==> config.mk <==
export PLATFORM = sky130hd
export DESIGN_NAME = dma_ctrl_regs
export DESIGN_NICKNAME = d
export VERILOG_FILES = /design/src/rtl/dma_ctrl_pkg.sv /design/src/rtl/dma_reg_decode.sv /design/src/rtl/dma_ctrl_reg.sv /design/src/rtl/dma_flag_track.sv /design/src/rtl/dma_irq_gen.sv /design/src/rtl/dma_ctrl_regs.sv
export SDC_FILE = /design/constraint.sdc
export NUM_CORES = 1
export LEC_CHECK = 0
export ABC_CLOCK_PERIOD_IN_PS = 800
export BUFFER_PORTS_ARGS = -buffer_cell sky130_fd_sc_hd__buf_2
export CORE_ASPECT_RATIO = 0.7
export CORE_MARGIN = 3
export CORE_UTILIZATION = 30
export CTS_CLUSTER_SIZE = 25
export DETAILED_ROUTE_END_ITERATION = 16
export PLACE_DENSITY_LB_ADDON = 0.08
export SLEW_MARGIN = 40
export SYNTH_ARGS = -nofsm -noshare
export SYNTH_HDL_FRONTEND = slang
export SYNTH_HIERARCHICAL = 1
export SYNTH_SLANG_ARGS = --single-unit
==> constraint.sdc <==
create_clock -name clk -period 0.8 [get_ports clk]
set_input_delay 0.12 -clock clk [delete_from_list [all_inputs] [get_ports clk]]
set_output_delay 0.12 -clock clk [all_outputs]
set_load 0.02 [all_outputs]
==> src/rtl/dma_ctrl_pkg.sv <==
package dma_ctrl_pkg;

    // Control register bit positions (software-visible layout)
    localparam int CSR_IRQ_EN = 0;
    localparam int CSR_FLUSH  = 1;
    localparam int CSR_LRST   = 2;
    localparam int CSR_DIR    = 3;
    localparam int CSR_ENA    = 4;
    localparam int CSR_TC_DIS = 5;
    localparam int CSR_RUN    = 6;
    localparam int CSR_WR_W   = CSR_TC_DIS + 1;

    // Interrupt status register bit positions
    localparam int ISR_PEND = 0;
    localparam int ISR_ERR  = 1;
    localparam int ISR_LREQ = 2;
    localparam int ISR_TC   = 3;
    localparam int ISR_AD   = 4;
    localparam int ISR_W    = ISR_AD + 1;

    // Register byte offsets
    localparam int OFF_CSR = 0;
    localparam int OFF_ACR = 4;
    localparam int OFF_ISR = 12;

    typedef struct packed {
        logic irq_en;
        logic lrst;
        logic dir;
        logic ena;
        logic tc_dis;
    } ctrl_t;

    typedef struct packed {
        logic tc;
        logic ad;
    } flags_t;

endpackage

==> src/rtl/dma_reg_decode.sv <==
module dma_reg_decode
    import dma_ctrl_pkg::*;
#(
    parameter int ADDR_W = 4
) (
    input  logic              reg_wr,
    input  logic              reg_rd,
    input  logic [ADDR_W-1:0] reg_addr,
    output logic              csr_wr,
    output logic              acr_wr,
    output logic              isr_rd
);

    localparam logic [ADDR_W-1:0] A_CSR = ADDR_W'(OFF_CSR);
    localparam logic [ADDR_W-1:0] A_ACR = ADDR_W'(OFF_ACR);
    localparam logic [ADDR_W-1:0] A_ISR = ADDR_W'(OFF_ISR);

    always_comb begin
        csr_wr = reg_wr && (reg_addr == A_CSR);
        acr_wr = reg_wr && (reg_addr == A_ACR);
        isr_rd = reg_rd && (reg_addr == A_ISR);
    end

endmodule

==> src/rtl/dma_ctrl_reg.sv <==
module dma_ctrl_reg
    import dma_ctrl_pkg::*;
(
    input  logic                clk,
    input  logic                rst_n,
    input  logic                csr_wr,
    input  logic [CSR_WR_W-1:0] wdata,
    output ctrl_t               ctrl,
    output logic                flush_req,
    output logic                flush_pulse
);

    typedef struct packed {
        ctrl_t ctrl;
        logic  flush;
    } state_t;

    state_t st_d, st_q;

    always_comb begin
        st_d       = st_q;
        st_d.flush = 1'b0;
        flush_req  = csr_wr && wdata[CSR_FLUSH];
        if (csr_wr) begin
            st_d.ctrl.irq_en = wdata[CSR_IRQ_EN];
            st_d.ctrl.lrst   = wdata[CSR_LRST];
            st_d.ctrl.dir    = wdata[CSR_DIR];
            st_d.ctrl.ena    = wdata[CSR_ENA];
            st_d.ctrl.tc_dis = wdata[CSR_TC_DIS];
            st_d.flush       = wdata[CSR_FLUSH];
        end
    end

    always_ff @(posedge clk or negedge rst_n) begin
        if (!rst_n) st_q <= '0;
        else        st_q <= st_d;
    end

    assign ctrl        = st_q.ctrl;
    assign flush_pulse = st_q.flush;

    p_flush_pulse_r3: assert property (@(posedge clk) disable iff (!rst_n)
        flush_req |=> flush_pulse);
    p_flush_single_r3: assert property (@(posedge clk) disable iff (!rst_n)
        !flush_req |=> !flush_pulse);
    p_ctrl_hold_r2: assert property (@(posedge clk) disable iff (!rst_n)
        !csr_wr |=> $stable(ctrl));

endmodule

==> src/rtl/dma_flag_track.sv <==
module dma_flag_track
    import dma_ctrl_pkg::*;
(
    input  logic clk,
    input  logic rst_n,
    input  logic flush_req,
    input  logic acr_wr,
    input  logic acr_from_local,
    input  logic isr_rd,
    input  logic xfer_done,
    output logic tc,
    output logic ad_loaded
);

    flags_t fl_d, fl_q;
    logic   tc_clr;

    always_comb begin
        fl_d   = fl_q;
        tc_clr = isr_rd || flush_req || (acr_wr && acr_from_local);
        // completion: a set beats any clear in the same cycle
        if (xfer_done)   fl_d.tc = 1'b1;
        else if (tc_clr) fl_d.tc = 1'b0;
        // address-loaded: a new address beats the drop at completion
        if (acr_wr)                      fl_d.ad = 1'b1;
        else if (flush_req || xfer_done) fl_d.ad = 1'b0;
    end

    always_ff @(posedge clk or negedge rst_n) begin
        if (!rst_n) fl_q <= '0;
        else        fl_q <= fl_d;
    end

    assign tc        = fl_q.tc;
    assign ad_loaded = fl_q.ad;

    p_flush_clears_r3: assert property (@(posedge clk) disable iff (!rst_n)
        (flush_req && !xfer_done) |=> (!tc && !ad_loaded));
    p_addr_arms_r5: assert property (@(posedge clk) disable iff (!rst_n)
        acr_wr |=> ad_loaded);
    p_isr_rd_clears_r8: assert property (@(posedge clk) disable iff (!rst_n)
        (isr_rd && !xfer_done) |=> !tc);
    p_target_keeps_r8: assert property (@(posedge clk) disable iff (!rst_n)
        (acr_wr && !acr_from_local && !isr_rd && tc) |=> tc);
    p_done_drops_ad_r9: assert property (@(posedge clk) disable iff (!rst_n)
        (xfer_done && !acr_wr) |=> !ad_loaded);
    p_set_wins_r11: assert property (@(posedge clk) disable iff (!rst_n)
        xfer_done |=> tc);

endmodule

==> src/rtl/dma_irq_gen.sv <==
module dma_irq_gen (
    input  logic clk,
    input  logic rst_n,
    input  logic irq_en,
    input  logic tc_dis,
    input  logic err,
    input  logic lreq,
    input  logic tc,
    output logic irq_n
);

    logic irq_n_d, irq_n_q;

    always_comb begin
        irq_n_d = !(irq_en && (err || lreq || (tc && !tc_dis)));
    end

    always_ff @(posedge clk or negedge rst_n) begin
        if (!rst_n) irq_n_q <= 1'b1;
        else        irq_n_q <= irq_n_d;
    end

    assign irq_n = irq_n_q;

    p_irq_gate_r10: assert property (@(posedge clk) disable iff (!rst_n)
        !irq_en |=> irq_n);
    p_irq_quiet_r10: assert property (@(posedge clk) disable iff (!rst_n)
        (!err && !lreq && !tc) |=> irq_n);

endmodule

==> src/rtl/dma_ctrl_regs.sv <==
module dma_ctrl_regs
    import dma_ctrl_pkg::*;
#(
    parameter int ADDR_W = 4,
    parameter int DATA_W = 32
) (
    input  logic              clk,
    input  logic              rst_n,
    input  logic              reg_wr,
    input  logic              reg_rd,
    input  logic [ADDR_W-1:0] reg_addr,
    input  logic [DATA_W-1:0] reg_wdata,
    input  logic              wr_from_local,
    output logic [DATA_W-1:0] reg_rdata,
    input  logic              local_irq_n,
    input  logic              err_master_abort,
    input  logic              err_target_abort,
    input  logic              err_parity,
    input  logic              xfer_done,
    output logic              irq_n,
    output logic              local_rst_n,
    output logic              flush_pulse,
    output logic              dma_dir,
    output logic              dma_running
);

    localparam logic [ADDR_W-1:0] A_CSR = ADDR_W'(OFF_CSR);
    localparam logic [ADDR_W-1:0] A_ISR = ADDR_W'(OFF_ISR);

    logic  csr_wr, acr_wr, isr_rd;
    logic  flush_req;
    ctrl_t ctrl;
    logic  tc, ad_loaded;
    logic  err_pend, lreq;
    logic  unused_wdata;

    assign unused_wdata = ^reg_wdata[DATA_W-1:CSR_WR_W];

    dma_reg_decode #(.ADDR_W(ADDR_W)) u_decode (
        .reg_wr   (reg_wr),
        .reg_rd   (reg_rd),
        .reg_addr (reg_addr),
        .csr_wr   (csr_wr),
        .acr_wr   (acr_wr),
        .isr_rd   (isr_rd)
    );

    dma_ctrl_reg u_ctrl (
        .clk         (clk),
        .rst_n       (rst_n),
        .csr_wr      (csr_wr),
        .wdata       (reg_wdata[CSR_WR_W-1:0]),
        .ctrl        (ctrl),
        .flush_req   (flush_req),
        .flush_pulse (flush_pulse)
    );

    dma_flag_track u_flags (
        .clk            (clk),
        .rst_n          (rst_n),
        .flush_req      (flush_req),
        .acr_wr         (acr_wr),
        .acr_from_local (wr_from_local),
        .isr_rd         (isr_rd),
        .xfer_done      (xfer_done),
        .tc             (tc),
        .ad_loaded      (ad_loaded)
    );

    dma_irq_gen u_irq (
        .clk    (clk),
        .rst_n  (rst_n),
        .irq_en (ctrl.irq_en),
        .tc_dis (ctrl.tc_dis),
        .err    (err_pend),
        .lreq   (lreq),
        .tc     (tc),
        .irq_n  (irq_n)
    );

    always_comb begin
        err_pend    = err_master_abort || err_target_abort || err_parity;
        lreq        = !local_irq_n;
        dma_running = ad_loaded && ctrl.ena && !err_pend;
        dma_dir     = ctrl.dir;
        local_rst_n = rst_n && !ctrl.lrst;
    end

    always_comb begin
        reg_rdata = '0;
        if (reg_addr == A_CSR) begin
            reg_rdata[CSR_IRQ_EN] = ctrl.irq_en;
            reg_rdata[CSR_LRST]   = ctrl.lrst;
            reg_rdata[CSR_DIR]    = ctrl.dir;
            reg_rdata[CSR_ENA]    = ctrl.ena;
            reg_rdata[CSR_TC_DIS] = ctrl.tc_dis;
            reg_rdata[CSR_RUN]    = dma_running;
        end else if (reg_addr == A_ISR) begin
            reg_rdata[ISR_PEND] = err_pend || lreq || tc;
            reg_rdata[ISR_ERR]  = err_pend;
            reg_rdata[ISR_LREQ] = lreq;
            reg_rdata[ISR_TC]   = tc;
            reg_rdata[ISR_AD]   = ad_loaded;
        end
    end

    p_lrst_follows_r4: assert property (@(posedge clk) disable iff (!rst_n)
        ctrl.lrst |-> !local_rst_n);
    p_run_needs_addr_r6: assert property (@(posedge clk) disable iff (!rst_n)
        dma_running |-> (ad_loaded && !err_master_abort && !err_target_abort && !err_parity));
    p_done_stops_r9: assert property (@(posedge clk) disable iff (!rst_n)
        (xfer_done && !reg_wr) |=> !dma_running);

endmodule

==> out/metrics.cfg <==
[sta]
period_share_pct=159
setup_viol=20
maxSlewViolCount=0
timing.hold.ws_ns=0.0664
fin_crit_ns=1.27
final-hold-violation-count=0
fmax_mhz=787
fin_worst_skew_ns=0.00505
grt_setup_unrepaired=true
fin_ws_ns=-0.471

[floorplanning]
rows=14
boundaryPins=83
dieHeight_um=47.3
coreArea_mm2=0.00222
die_area_mm2=0.00307
initial_utilization_pct=32.8
fp.dieW_um=65.0

[layout]
drive_gt1_share_pct=66.7
area_growth_pct=78.6
fin_area_mm2=0.00131
layout.nets=182
final_cell_mix=conb_1, buf_4, buf_6
fillerInstances=208
layout_commonest_cell=conb_1
antenna_cells=0
layoutNonFillerInstCount=167

[routing]
via_per_inst=4.02
wirelength_um=2140
drtIter0Drc=22
drc=0
ant_nets=0
first_pass_iters=4
num_vias=672
wl_per_cell_um=12.8

[synthesis]
yosysTopAreaCell=dfrtp_1
yosysWarnings=6
synthCells=75
post_synth_num_cell_types=27
yosysTopAreaCellShare_pct=27.4
ys_top_cells_by_area=dfrtp_1, buf_4, mux2_2
synth_seq_cells=9
synthesis.area_um2=731
ys_seq_area_share_pct=31.0
avgSynthCellArea_um2=9.74

[placed_design]
placed_area_mm2=0.00104
place_congestion=0.755
port-buffer-count=31
dp.cells=155
detailed_place_hpwl_um=1580

[power]
ir_worst_vdd_v=0.000840
p_total_uw=1760
p_per_area_mw_per_mm2=1350
p_leak_uw=0.000664

[setup_path]
cp_max_fo=2
crit_required_ns=0.68
setup.worst_path.class=flip-flop to output pin
end_kind=output pin
cp_cell_sequence=inv_1, a311oi_1, a31o_1, buf_6
cp-start-kind=flip-flop
cp.arrival_ns=1.15
worst_r2r_path_depth=5
max_stage_delay_ns=0.35
crit_slowest_cell=dfrtp_1

[clock_tree]
cts_tree=done
clock_latency_ns=0.27
htree_levels=1
root_buffer=clkbuf_4
clk_pin_slew_ns=0.06
cts_buffers=3
clock-sinks=9
clockBufferDepth=2

[global_route]
grt_pass1_wl_um=3090
grt_max_degree=10
antenna_found_initial=0
gr-total-overflow=0
grtUsageTotal_pct=13.7
grt_pass1_vias=671

[run_status]
status=finished, violations left
violations=setup timing

[min_path]
hold_path_depth=2
hold_path.class=primary input to flip-flop

[flow_run]
maxCapViolations=0

cell usage after synthesis:
cell type  number
a211oi_2        1
a21o_1          2
a21oi_1         2
a311oi_1        1
a31o_1          1
and2_1          1
and2_2          1
and3_1          3
buf_4          25
conb_1          1
dfrtp_1         8
dfstp_2         1
inv_1           3
mux2_2          5
nand2_1         3
nand2b_4        1
nand3_1         3
nor2_1          3
nor2b_1         1
nor2b_4         1
nor3_1          2
nor3_2          1
nor4_1          1
nor4b_4         1
o2bb2ai_1       1
o31ai_4         1
or2_1           1
cell families (layout without fill, tap and decap cells):
logic type	Yosys count	in the layout	synth area share, %
AND/OR/NAND/NOR	23	23	21.9
other	1	25	0.513
buffers and inverters	28	64	27.2
flip-flops	9	9	31.0
multiplexers	5	5	7.70
AO/OA/AOI/OAI	9	9	11.6
where the power goes:
part | leakage, uW | internal [uW] | switching [uW]
combinational | 0.000538 | 413 | 384
clock | 0.0000177 | 185 | 172
sequential | 0.000107 | 541 | 66.6
total | 0.000664 | 1140 | 623
registers in the layout (all words and copies together), names as in the netlist:
signal,count
u_flags/ad_loaded,1
u_ctrl/ctrl,5
u_irq/irq_n,1
u_ctrl/flush_pulse,1
u_flags/tc,1
per-stage QoR:
step,TNS (ns),worst slack [ns],utilization (%)
floorplan,-1.98,-0.267,-
global placement,-5.34,-0.426,46.8
detailed placement,-5.44,-0.446,46.8
CTS,-4.93,-0.494,55.8
global route,-6.02,-0.529,58.7
finish,-5.34,-0.471,58.7
worst max-delay path, delay by kind of cell (launching register included):
| family | cells | cell delay (ns) |
|---|---|---|
| AOI/OAI and AO/OA | 2 | 0.37 |
| DFF | 1 | 0.35 |
| buffers and inverters | 2 | 0.17 |
routing by layer:
metal	track usage, %	part of all wire, %
met5	0	0
met4	7.56	2.6
met3	2.87	8.6
met2	22.4	44
met1	17.5	45
layout make-up:
cell class                      instances  area, um2  share of cell area [%]
Sequential cell                         9        228                    17.4
Multi-Input combinational cell         62        519                    39.8
Tap cell                               32       40.0                    3.07
Inverter                                3       11.3                   0.863
Clock buffer                            3       22.5                    1.73
Timing Repair Buffer                   57        479                    36.7
Clock inverter                          1       5.00                   0.384
worst paths after layout:
check	startpoint	slack, ns	end
max in group asynchronous	rst_n	0.28	u_irq/irq_n
min reg2reg	u_flags/ad_loaded	0.54	u_flags/ad_loaded
max reg2reg	u_flags/tc	-0.32	u_irq/irq_n
min in group asynchronous	rst_n	0.30	u_ctrl/ctrl[2]
min	xfer_done	0.07	u_flags/tc
max	u_flags/tc	-0.47	reg_rdata[0]
timing repair:
action	in CTS	in global routing
endpoints found under the hold margin	9	0
endpoints found under the setup margin	20	20
pin swaps	7	5
buffers inserted	3	5
gates resized for setup	42	9
hold buffers	1	0
(Power assumes the default switching activity.)
